$ cat config.mk
export PLATFORM = sky130hd
export DESIGN_NAME = ssram_burst_ctrl
export DESIGN_NICKNAME = d
export VERILOG_FILES = /design/src/rtl/ssram_ctrl_pkg.sv /design/src/rtl/ssram_phase_gen.sv /design/src/rtl/ssram_req_latch.sv /design/src/rtl/ssram_burst_fsm.sv /design/src/rtl/ssram_rd_join.sv /design/src/rtl/ssram_burst_ctrl.sv
export SDC_FILE = /design/constraint.sdc
export NUM_CORES = 1
export LEC_CHECK = 0
export ABC_AREA = 1
export BUFFER_PORTS_ARGS = -buffer_cell sky130_fd_sc_hd__buf_2
export CORE_ASPECT_RATIO = 0.7
export CORE_MARGIN = 5
export CORE_UTILIZATION = 50
export DETAILED_ROUTE_END_ITERATION = 16
export PLACE_DENSITY = 0.86
export SLEW_MARGIN = 40
export SYNTH_ARGS = -nofsm -noshare
export SYNTH_HDL_FRONTEND = slang
export SYNTH_SLANG_ARGS = --single-unit
$ cat constraint.sdc
create_clock -name mem_clk -period 1.72 [get_ports mem_clk]
set_input_delay 0.344 -clock mem_clk [delete_from_list [all_inputs] [get_ports mem_clk]]
set_output_delay 0.344 -clock mem_clk [all_outputs]
set_load 0.02 [all_outputs]
$ cat src/rtl/ssram_ctrl_pkg.sv
package ssram_ctrl_pkg;

    // memory clocks per CPU clock; the burst sequence is built for four
    localparam int unsigned MEM_PER_CPU = 4;

    typedef enum logic [2:0] {
        ST_IDLE,
        ST_ADDR_HI,
        ST_ADDR_LO,
        ST_DATA_HI,
        ST_DATA_LO
    } burst_state_e;

endpackage

$ cat src/rtl/ssram_phase_gen.sv
module ssram_phase_gen
    import ssram_ctrl_pkg::*;
(
    input  logic mem_clk,
    input  logic rst_n,
    output logic cpu_edge
);
    localparam int unsigned PW = $clog2(MEM_PER_CPU);

    logic [PW-1:0] phase_q;

    always_ff @(posedge mem_clk or negedge rst_n) begin
        if (!rst_n) begin
            phase_q <= '0;
        end else begin
            phase_q <= phase_q + 1'b1;
        end
    end

    // the edge taken while phase is zero coincides with a CPU clock edge
    assign cpu_edge = (phase_q == '0);
endmodule

$ cat src/rtl/ssram_req_latch.sv
module ssram_req_latch #(
    parameter int unsigned ADDR_W = 20,
    parameter int unsigned WORD_W = 36
) (
    input  logic              mem_clk,
    input  logic              rst_n,
    input  logic              accept,
    input  logic              cpu_we,
    input  logic [ADDR_W-1:0] cpu_addr,
    input  logic [WORD_W-1:0] cpu_wdata,
    output logic              lat_we,
    output logic [ADDR_W-1:0] lat_addr,
    output logic [WORD_W-1:0] lat_wdata
);
    always_ff @(posedge mem_clk or negedge rst_n) begin
        if (!rst_n) begin
            lat_we    <= 1'b0;
            lat_addr  <= '0;
            lat_wdata <= '0;
        end else if (accept) begin
            lat_we    <= cpu_we;
            lat_addr  <= cpu_addr;
            lat_wdata <= cpu_wdata;
        end
    end
endmodule

$ cat src/rtl/ssram_burst_fsm.sv
module ssram_burst_fsm
    import ssram_ctrl_pkg::*;
#(
    parameter int unsigned ADDR_W = 20,
    parameter int unsigned WORD_W = 36,
    parameter int unsigned LANE_W = 9
) (
    input  logic                       mem_clk,
    input  logic                       rst_n,
    input  logic                       cpu_edge,
    input  logic                       cpu_req,
    input  logic                       lat_we,
    input  logic [ADDR_W-1:0]          lat_addr,
    input  logic [WORD_W-1:0]          lat_wdata,
    output logic                       accept,
    output burst_state_e               state,
    output logic [ADDR_W:0]            sram_addr,
    output logic                       sram_ce_n,
    output logic                       sram_we_n,
    output logic [WORD_W/2/LANE_W-1:0] sram_bw_n,
    output logic [WORD_W/2-1:0]        sram_dq_o,
    output logic                       sram_dq_oe
);
    localparam int unsigned BEAT_W = WORD_W / 2;
    localparam int unsigned LANES  = BEAT_W / LANE_W;

    burst_state_e state_q, state_d;

    assign accept = cpu_edge && cpu_req &&
                    ((state_q == ST_IDLE) || (state_q == ST_DATA_LO));

    always_comb begin
        state_d = state_q;
        unique case (state_q)
            ST_IDLE:    state_d = accept ? ST_ADDR_HI : ST_IDLE;
            ST_ADDR_HI: state_d = ST_ADDR_LO;
            ST_ADDR_LO: state_d = ST_DATA_HI;
            ST_DATA_HI: state_d = ST_DATA_LO;
            ST_DATA_LO: state_d = accept ? ST_ADDR_HI : ST_IDLE;
            default:    state_d = ST_IDLE;
        endcase
    end

    // state register
    always_ff @(posedge mem_clk or negedge rst_n) begin
        if (!rst_n) begin
            state_q <= ST_IDLE;
        end else begin
            state_q <= state_d;
        end
    end

    assign state = state_q;

    // pin decode
    always_comb begin
        sram_ce_n  = 1'b1;
        sram_we_n  = 1'b1;
        sram_bw_n  = '1;
        sram_addr  = {lat_addr, 1'b0};
        sram_dq_o  = '0;
        sram_dq_oe = 1'b0;
        unique case (state_q)
            ST_ADDR_HI: begin
                sram_ce_n = 1'b0;
                sram_we_n = ~lat_we;
                sram_bw_n = {LANES{~lat_we}};
                sram_addr = {lat_addr, 1'b0};
            end
            ST_ADDR_LO: begin
                sram_ce_n = 1'b0;
                sram_we_n = ~lat_we;
                sram_bw_n = {LANES{~lat_we}};
                sram_addr = {lat_addr, 1'b1};
            end
            ST_DATA_HI: begin
                sram_dq_oe = lat_we;
                sram_dq_o  = lat_wdata[WORD_W-1:BEAT_W];
            end
            ST_DATA_LO: begin
                sram_dq_oe = lat_we;
                sram_dq_o  = lat_wdata[BEAT_W-1:0];
            end
            default: ;
        endcase
    end
endmodule

$ cat src/rtl/ssram_rd_join.sv
module ssram_rd_join
    import ssram_ctrl_pkg::*;
#(
    parameter int unsigned WORD_W = 36
) (
    input  logic                mem_clk,
    input  logic                rst_n,
    input  logic                cpu_edge,
    input  burst_state_e        state,
    input  logic                lat_we,
    input  logic [WORD_W/2-1:0] sram_dq_i,
    output logic                cpu_ack,
    output logic [WORD_W-1:0]   cpu_rdata
);
    localparam int unsigned BEAT_W = WORD_W / 2;

    logic [BEAT_W-1:0] hi_q;
    logic              ack_q;
    logic [WORD_W-1:0] rdata_q;

    always_ff @(posedge mem_clk or negedge rst_n) begin
        if (!rst_n) begin
            hi_q    <= '0;
            ack_q   <= 1'b0;
            rdata_q <= '0;
        end else begin
            if ((state == ST_DATA_HI) && !lat_we) begin
                hi_q <= sram_dq_i;
            end
            if (state == ST_DATA_LO) begin
                ack_q <= 1'b1;
                if (!lat_we) begin
                    rdata_q <= {hi_q, sram_dq_i};
                end
            end else if (cpu_edge) begin
                ack_q <= 1'b0;
            end
        end
    end

    assign cpu_ack   = ack_q;
    assign cpu_rdata = rdata_q;
endmodule

$ cat src/rtl/ssram_burst_ctrl.sv
module ssram_burst_ctrl
    import ssram_ctrl_pkg::*;
#(
    parameter int unsigned ADDR_W = 20,
    parameter int unsigned WORD_W = 36,
    parameter int unsigned LANE_W = 9
) (
    input  logic                       mem_clk,
    input  logic                       rst_n,
    input  logic                       cpu_req,
    input  logic                       cpu_we,
    input  logic [ADDR_W-1:0]          cpu_addr,
    input  logic [WORD_W-1:0]          cpu_wdata,
    output logic                       cpu_ack,
    output logic [WORD_W-1:0]          cpu_rdata,
    output logic [ADDR_W:0]            sram_addr,
    output logic                       sram_ce_n,
    output logic                       sram_we_n,
    output logic                       sram_adv,
    output logic [WORD_W/2/LANE_W-1:0] sram_bw_n,
    output logic [WORD_W/2-1:0]        sram_dq_o,
    output logic                       sram_dq_oe,
    input  logic [WORD_W/2-1:0]        sram_dq_i
);
    logic              cpu_edge;
    logic              accept;
    logic              lat_we;
    logic [ADDR_W-1:0] lat_addr;
    logic [WORD_W-1:0] lat_wdata;
    burst_state_e      state;

    // every beat is loaded with an explicit address
    assign sram_adv = 1'b0;

    ssram_phase_gen u_phase (
        .mem_clk  (mem_clk),
        .rst_n    (rst_n),
        .cpu_edge (cpu_edge)
    );

    ssram_req_latch #(.ADDR_W(ADDR_W), .WORD_W(WORD_W)) u_latch (
        .mem_clk   (mem_clk),
        .rst_n     (rst_n),
        .accept    (accept),
        .cpu_we    (cpu_we),
        .cpu_addr  (cpu_addr),
        .cpu_wdata (cpu_wdata),
        .lat_we    (lat_we),
        .lat_addr  (lat_addr),
        .lat_wdata (lat_wdata)
    );

    ssram_burst_fsm #(.ADDR_W(ADDR_W), .WORD_W(WORD_W), .LANE_W(LANE_W)) u_fsm (
        .mem_clk    (mem_clk),
        .rst_n      (rst_n),
        .cpu_edge   (cpu_edge),
        .cpu_req    (cpu_req),
        .lat_we     (lat_we),
        .lat_addr   (lat_addr),
        .lat_wdata  (lat_wdata),
        .accept     (accept),
        .state      (state),
        .sram_addr  (sram_addr),
        .sram_ce_n  (sram_ce_n),
        .sram_we_n  (sram_we_n),
        .sram_bw_n  (sram_bw_n),
        .sram_dq_o  (sram_dq_o),
        .sram_dq_oe (sram_dq_oe)
    );

    ssram_rd_join #(.WORD_W(WORD_W)) u_join (
        .mem_clk   (mem_clk),
        .rst_n     (rst_n),
        .cpu_edge  (cpu_edge),
        .state     (state),
        .lat_we    (lat_we),
        .sram_dq_i (sram_dq_i),
        .cpu_ack   (cpu_ack),
        .cpu_rdata (cpu_rdata)
    );
endmodule

======== Word-level counts from Yosys, hierarchy flattened ========
Cells that the tools add are included.
cells by class
  $add $sub $neg .......................... 1
  mux-type cells .......................... 10
  reductions and logical operators ........ 12
  bitwise gates (word level) .............. 1
  equality and inequality tests ........... 4
operators with widths
  operator             count
  $pmux 18 s2          1
  $pmux 3 s4           1
  $mux 1               7
  $eq 3x2->1 const B   2
  $reduce_or 2->1      3
  $eq 3x1->1 const B   1
  $eq 3x3->1 const B   1
  $logic_and 1x1->1    3
  $logic_not 3->1      1
  $add 2x1->2 const B  1
  $logic_not 2->1      1
  $mux 2               1
  $reduce_and 2->1     1
  $reduce_bool 2->1    1
  $logic_not 1->1      1
  $logic_or 1x1->1     1
  $not 1->1            1
word-level totals
  output and inout bits ................... 82
  flip-flop bits (word level) ............. 117
  logic and storage cells ................. 36

======== Longest topological paths before layout ========
  word-level depth ........................ 5
  depth in mapped cells ................... 9
  depth with buffers taken out ............ 7

======== Hierarchy ========
Synthesis repeated with hierarchy kept, for this count alone.
unflattened totals
  cell total of the unflattened synthesis .. 595
  area, all modules ....................... 5121.2 µm²
modules (own cells, without submodules)
  module            cells an instance  times used  area each (µm²)
  ssram_rd_join     244                1           2299.7
  ssram_req_latch   241                1           2144.6
  ssram_burst_fsm   103                1           595.6
  ssram_phase_gen   5                  1           70.1
  ssram_burst_ctrl  2                  1           11.3

======== Worst setup path after synthesis ========
No wires, ideal clock.
  kind .................................... reg-to-output
  start point ............................. register u_fsm.state_q[0] (netlist: u_fsm.state[0])
  end point ............................... output port sram_bw_n[0]
  slack ................................... 212 ps
  cell stages (with the launch flop) ...... 6
  data arrival time ....................... 1164 ps
  path buffers ............................ 2
  cell sequence ........................... dfrtp_1 nor2_4 buf_4 nor2_1 nand2_1 buf_4
between the ends
  word-level cells in the longest chain between the ends .. 3
  elaborated cells between the ends (all ways) .. 4
  those cells by class .................... 2 x eq/ne; 1 x mux; 1 x reduce/logical
RTL lines
  element                                          line                    RTL
  from (decl)                                      ssram_burst_fsm.sv:27   burst_state_e state_q, state_d;
  from (signal assigned)                           ssram_burst_fsm.sv:49   state_q <= state_d;
  $eq 3x1->1 / $eq 3x2->1 (equally long branches)  ssram_burst_fsm.sv:63   unique case (state_q)
  $reduce_or 2->1 (no line) *                      -
  $mux 2 *                                         -
  to (decl)                                        ssram_burst_ctrl.sv:20  output logic [WORD_W/2/LANE_W-1:0] sram_bw_n,
Every way passes the cells marked *; elsewhere a longest branch is shown, timed or not.

======== Final worst setup path ========
  start point ............................. register u_fsm.state_q[0] (netlist: u_fsm.state[0])
  end point ............................... output port sram_dq_o[2]
between the ends
  word-level cells in the longest chain between the ends .. 2
  elaborated cells between the ends (all ways) .. 3
  those cells by class .................... 2 x eq/ne; 1 x mux
RTL lines
  element                                          line                    RTL
  $eq 3x3->1 / $eq 3x2->1 (equally long branches)  ssram_burst_fsm.sv:63
  $pmux 18 s2 *                                    ssram_burst_fsm.sv:63
  to (decl)                                        ssram_burst_ctrl.sv:21  output logic [WORD_W/2-1:0] sram_dq_o,
Marked as above.

==> results by group <==
Outcome
  – Status: finished, violations left
  – Violated checks: negative setup slack

Global route
  – First-pass GRT wire length: 24.1 mm
  – Initial antenna violation count: 0
  – GRT Max-Usage Layer: met2
  – Total congestion overflow: 0
  – Vias in the first global route: 4,867
  – GR Util met2: 42.1%
  – Met1 GRT Util: 33.4%
  – Grt met3 use: 5.25%
  – Tot GR Track Use: 25.6%
  – Largest net degree at the start of global routing: 69

Clock tree
  – Clk pin slew, worst setup/hold paths: 50 ps
  – CTS buffer count: 17
  – CTS Sinks: 117
  – Skew-Pair Late Insertion Delay: 410 ps
  – Clk Tree Root Cell: clkbuf_16
  – Max Buffers Root-to-Sink: 2
  – H-Tree Depth: 4
  – CTS tree: done

Cells and area
  – Reg area: 2930 um^2
  – Multi-input gate area: 1930 um^2
  – Post-layout util: 73.5%
  – Fin area: 7150 um^2
  – # fillers: 693
  – Inserted Diodes: 0
  – Share of post-route cells with drive strength above 1: 37.0%
  – Layout Nets: 831
  – P&R area growth vs syn: 43.4%

Timing
  – Final worst setup slack: -183 ps
  – Clock skew: 7.67 ps
  – Final hold viol count: 0
  – Period utilization: 111%
  – Min Hold Slack: 173 ps
  – Final setup fails: 23
  – Min cycle time layout: 1900 ps
  – Slew Limit Fails: 0
  – RSZ-0062 raised after global routing: true
  – FMAX: 525 MHz

Critical path
  – Most frequent CP cell: buf_6
  – WP data required: 1380 ps
  – Slowest stage delay, CP: 440 ps
  – Crit-path max FO: 9
  – R2r setup slk: 80 ps
  – CP Buf/Inv Count: 3
  – Critical path's top delay family: flip-flops
  – Crit path DAT: 1560 ps
  – Critical path launch point type: flip-flop
  – CP Class: flip-flop to primary output
  – CP Capture Type: primary output
  – Critical-path top delay cell: dfrtp_2
  – Worst-path cell chain: nor2_4 > buf_6 > buf_12 > nand3_2 > nand2_2 > buf_6

Pwr
  – NetSw: 5980 uW
  – Clock share of power: 23.3%
  – Switching Share: 39.6%
  – Combinational share of power: 44.0%
  – PwrDens: 2110 nW/um^2
  – P_int: 9130 uW
  – VDD IR max: 1100 uV
  – P_leak: 0.00393 uW
  – Flop pwr share: 32.7%

Drt
  – Iteration-0 DRC Markers: 402
  – DR DRC count: 0
  – Drt pass-1 iters: 5
  – Routed wire length: 14.9 mm
  – Drt wl/cell: 16.8 um
  – Number of vias per cell: 5.33
  – Post-DRT Antenna Nets: 0
  – Via count: 4,758

Yosys
  – Post-Syn Area: 4980 um^2
  – Syn avg cell area: 8.62 um^2
  – Yosys warning count: 0
  – Netlist cell types: 19
  – Synthesized net count: 657
  – Register area share after synthesis: 58.7%
  – Leading area contributor after synthesis: dfrtp_1
  – Post-synth top area share: 58.7%
  – Post-Synthesis Cells: 578
  – Number of synthesized register bits: 117
  – Synth top area cells: dfrtp_1, nand2_1, nand3_1, nand4_1, buf_2

Floorplan
  – Die W: 129 um
  – Chip Height: 93.5 um
  – # rows: 30
  – Core ar.: 9720 um^2
  – Die Area: 12,100 um^2
  – I/O Pins: 160
  – Initial core utilization: 51.3%

Placed design
  – Dpl cell area: 5910 um^2
  – Routability cong.: 0.838
  – DP HPWL: 9.00 mm
  – Port Buf Inserts: 158

Worst hold path
  – Hold WC Path Type: primary input to flip-flop

Flow run
  – Max cap viols: 0
-- registers in the layout (all words and copies together), names as in the netlist --
signal             count
u_phase.phase_q        2
u_fsm.state            3
u_join.cpu_ack         1
u_join.hi_q           18
u_latch.lat_addr      20
u_latch.lat_wdata     36
u_join.cpu_rdata      36
u_latch.lat_we         1
-- cell usage in the layout (no fill, tap or decap), drive strengths merged --
master and n:
nand2 266, buf 197, dfrtp 117, nand3 96
nand4 36, clkbuf 21, inv 8, clkinv 6
bufbuf 4, nor2 3, bufinv 3, clkinvlp 2
a21oi 1, o21ai 1, ha 1, conb 1
dlygate4sd3 1
-- layer usage --
layer | vias to the layer above | wire (um)
met5 | - | 0
met4 | 0 | 224
met3 | 26 | 1090
met2 | 202 | 7530
met1 | 2303 | 6100
li1 | 2227 | -
-- per-stage QoR --
stage | power, uW | worst slack, ps | TNS [ps] | instances
floorplan | 8030 | 212 | 0 | 578
global placement | 9660 | 217 | 0 | 837
detailed placement | 9880 | 174 | 0 | 837
CTS | 15000 | -173 | -3390 | 892
global route | 16000 | -223 | -4460 | 892
finish | 15100 | -183 | -3450 | 892
-- synth_stat cells, drive strengths merged --
cell type	instances
inv	9
nand3	96
buf	41
ha	1
nor2	3
o21ai	1
nand2	266
nand4	36
conb	1
clkbuf	6
dfrtp	117
a21oi	1
-- cell type report --
type	instances	area share, %
well taps	128	2.24
clock inverters	10	1.82
multi-input cells	405	27.0
repair buffers	202	21.0
flip-flops and latches	117	41.0
clock buffers	21	6.44
inverters	9	0.473
-- path summary, 6_finish.rpt --
path	from	end	cells past startpoint
min in group asynchronous	rst_n	u_join.hi_q[17]	2
worst min register to register	u_phase.phase_q[0]	u_phase.phase_q[0]	1
max in group asynchronous	rst_n	u_latch.lat_wdata[19]	3
worst min-delay path	cpu_addr[0]	u_latch.lat_addr[0]	3
worst max register to register	u_fsm.state[0]	u_latch.lat_addr[16]	8
worst max-delay path	u_fsm.state[0]	sram_dq_o[2]	6
-- power by group through the flow --
stage	Sequential, uW	Clock [uW]	Combinational [uW]
2_1_floorplan	5490	0	2540
3_5_place_dp	4820	0	5060
6_report	4930	3520	6650
3_3_place_gp	4780	0	4880
5_1_grt	5070	3710	7180
4_1_cts	4870	3560	6590
-- worst register-to-register path, delay by kind of cell (launching register included) --
family	cells	cell delay, ps
flip-flops	1	440
buffers and inverters	4	660
AND/OR/NAND/NOR	4	430
-- timing repair --
action | 4_1_cts | 5_1_grt
gates resized for setup | 96 | 12
cloned | 6 | 0
hold buffers | 1 | 0
hold endpoints to repair | 17 | 0
buffers inserted | 17 | 1
setup endpoints to repair | 23 | 30
pin swaps | 12 | 11
-- kinds of logic after synthesis --
kind of cell,after synthesis,share of synthesized area [%]
adder cells (fa/ha/maj),1,0.251
flip-flops,117,58.7
AND/OR/NAND/NOR,401,34.8
AO/OA/AOI/OAI,2,0.201
buffers and inverters,56,5.95
other,1,0.0752
Power figures use the tool's default switching activity.
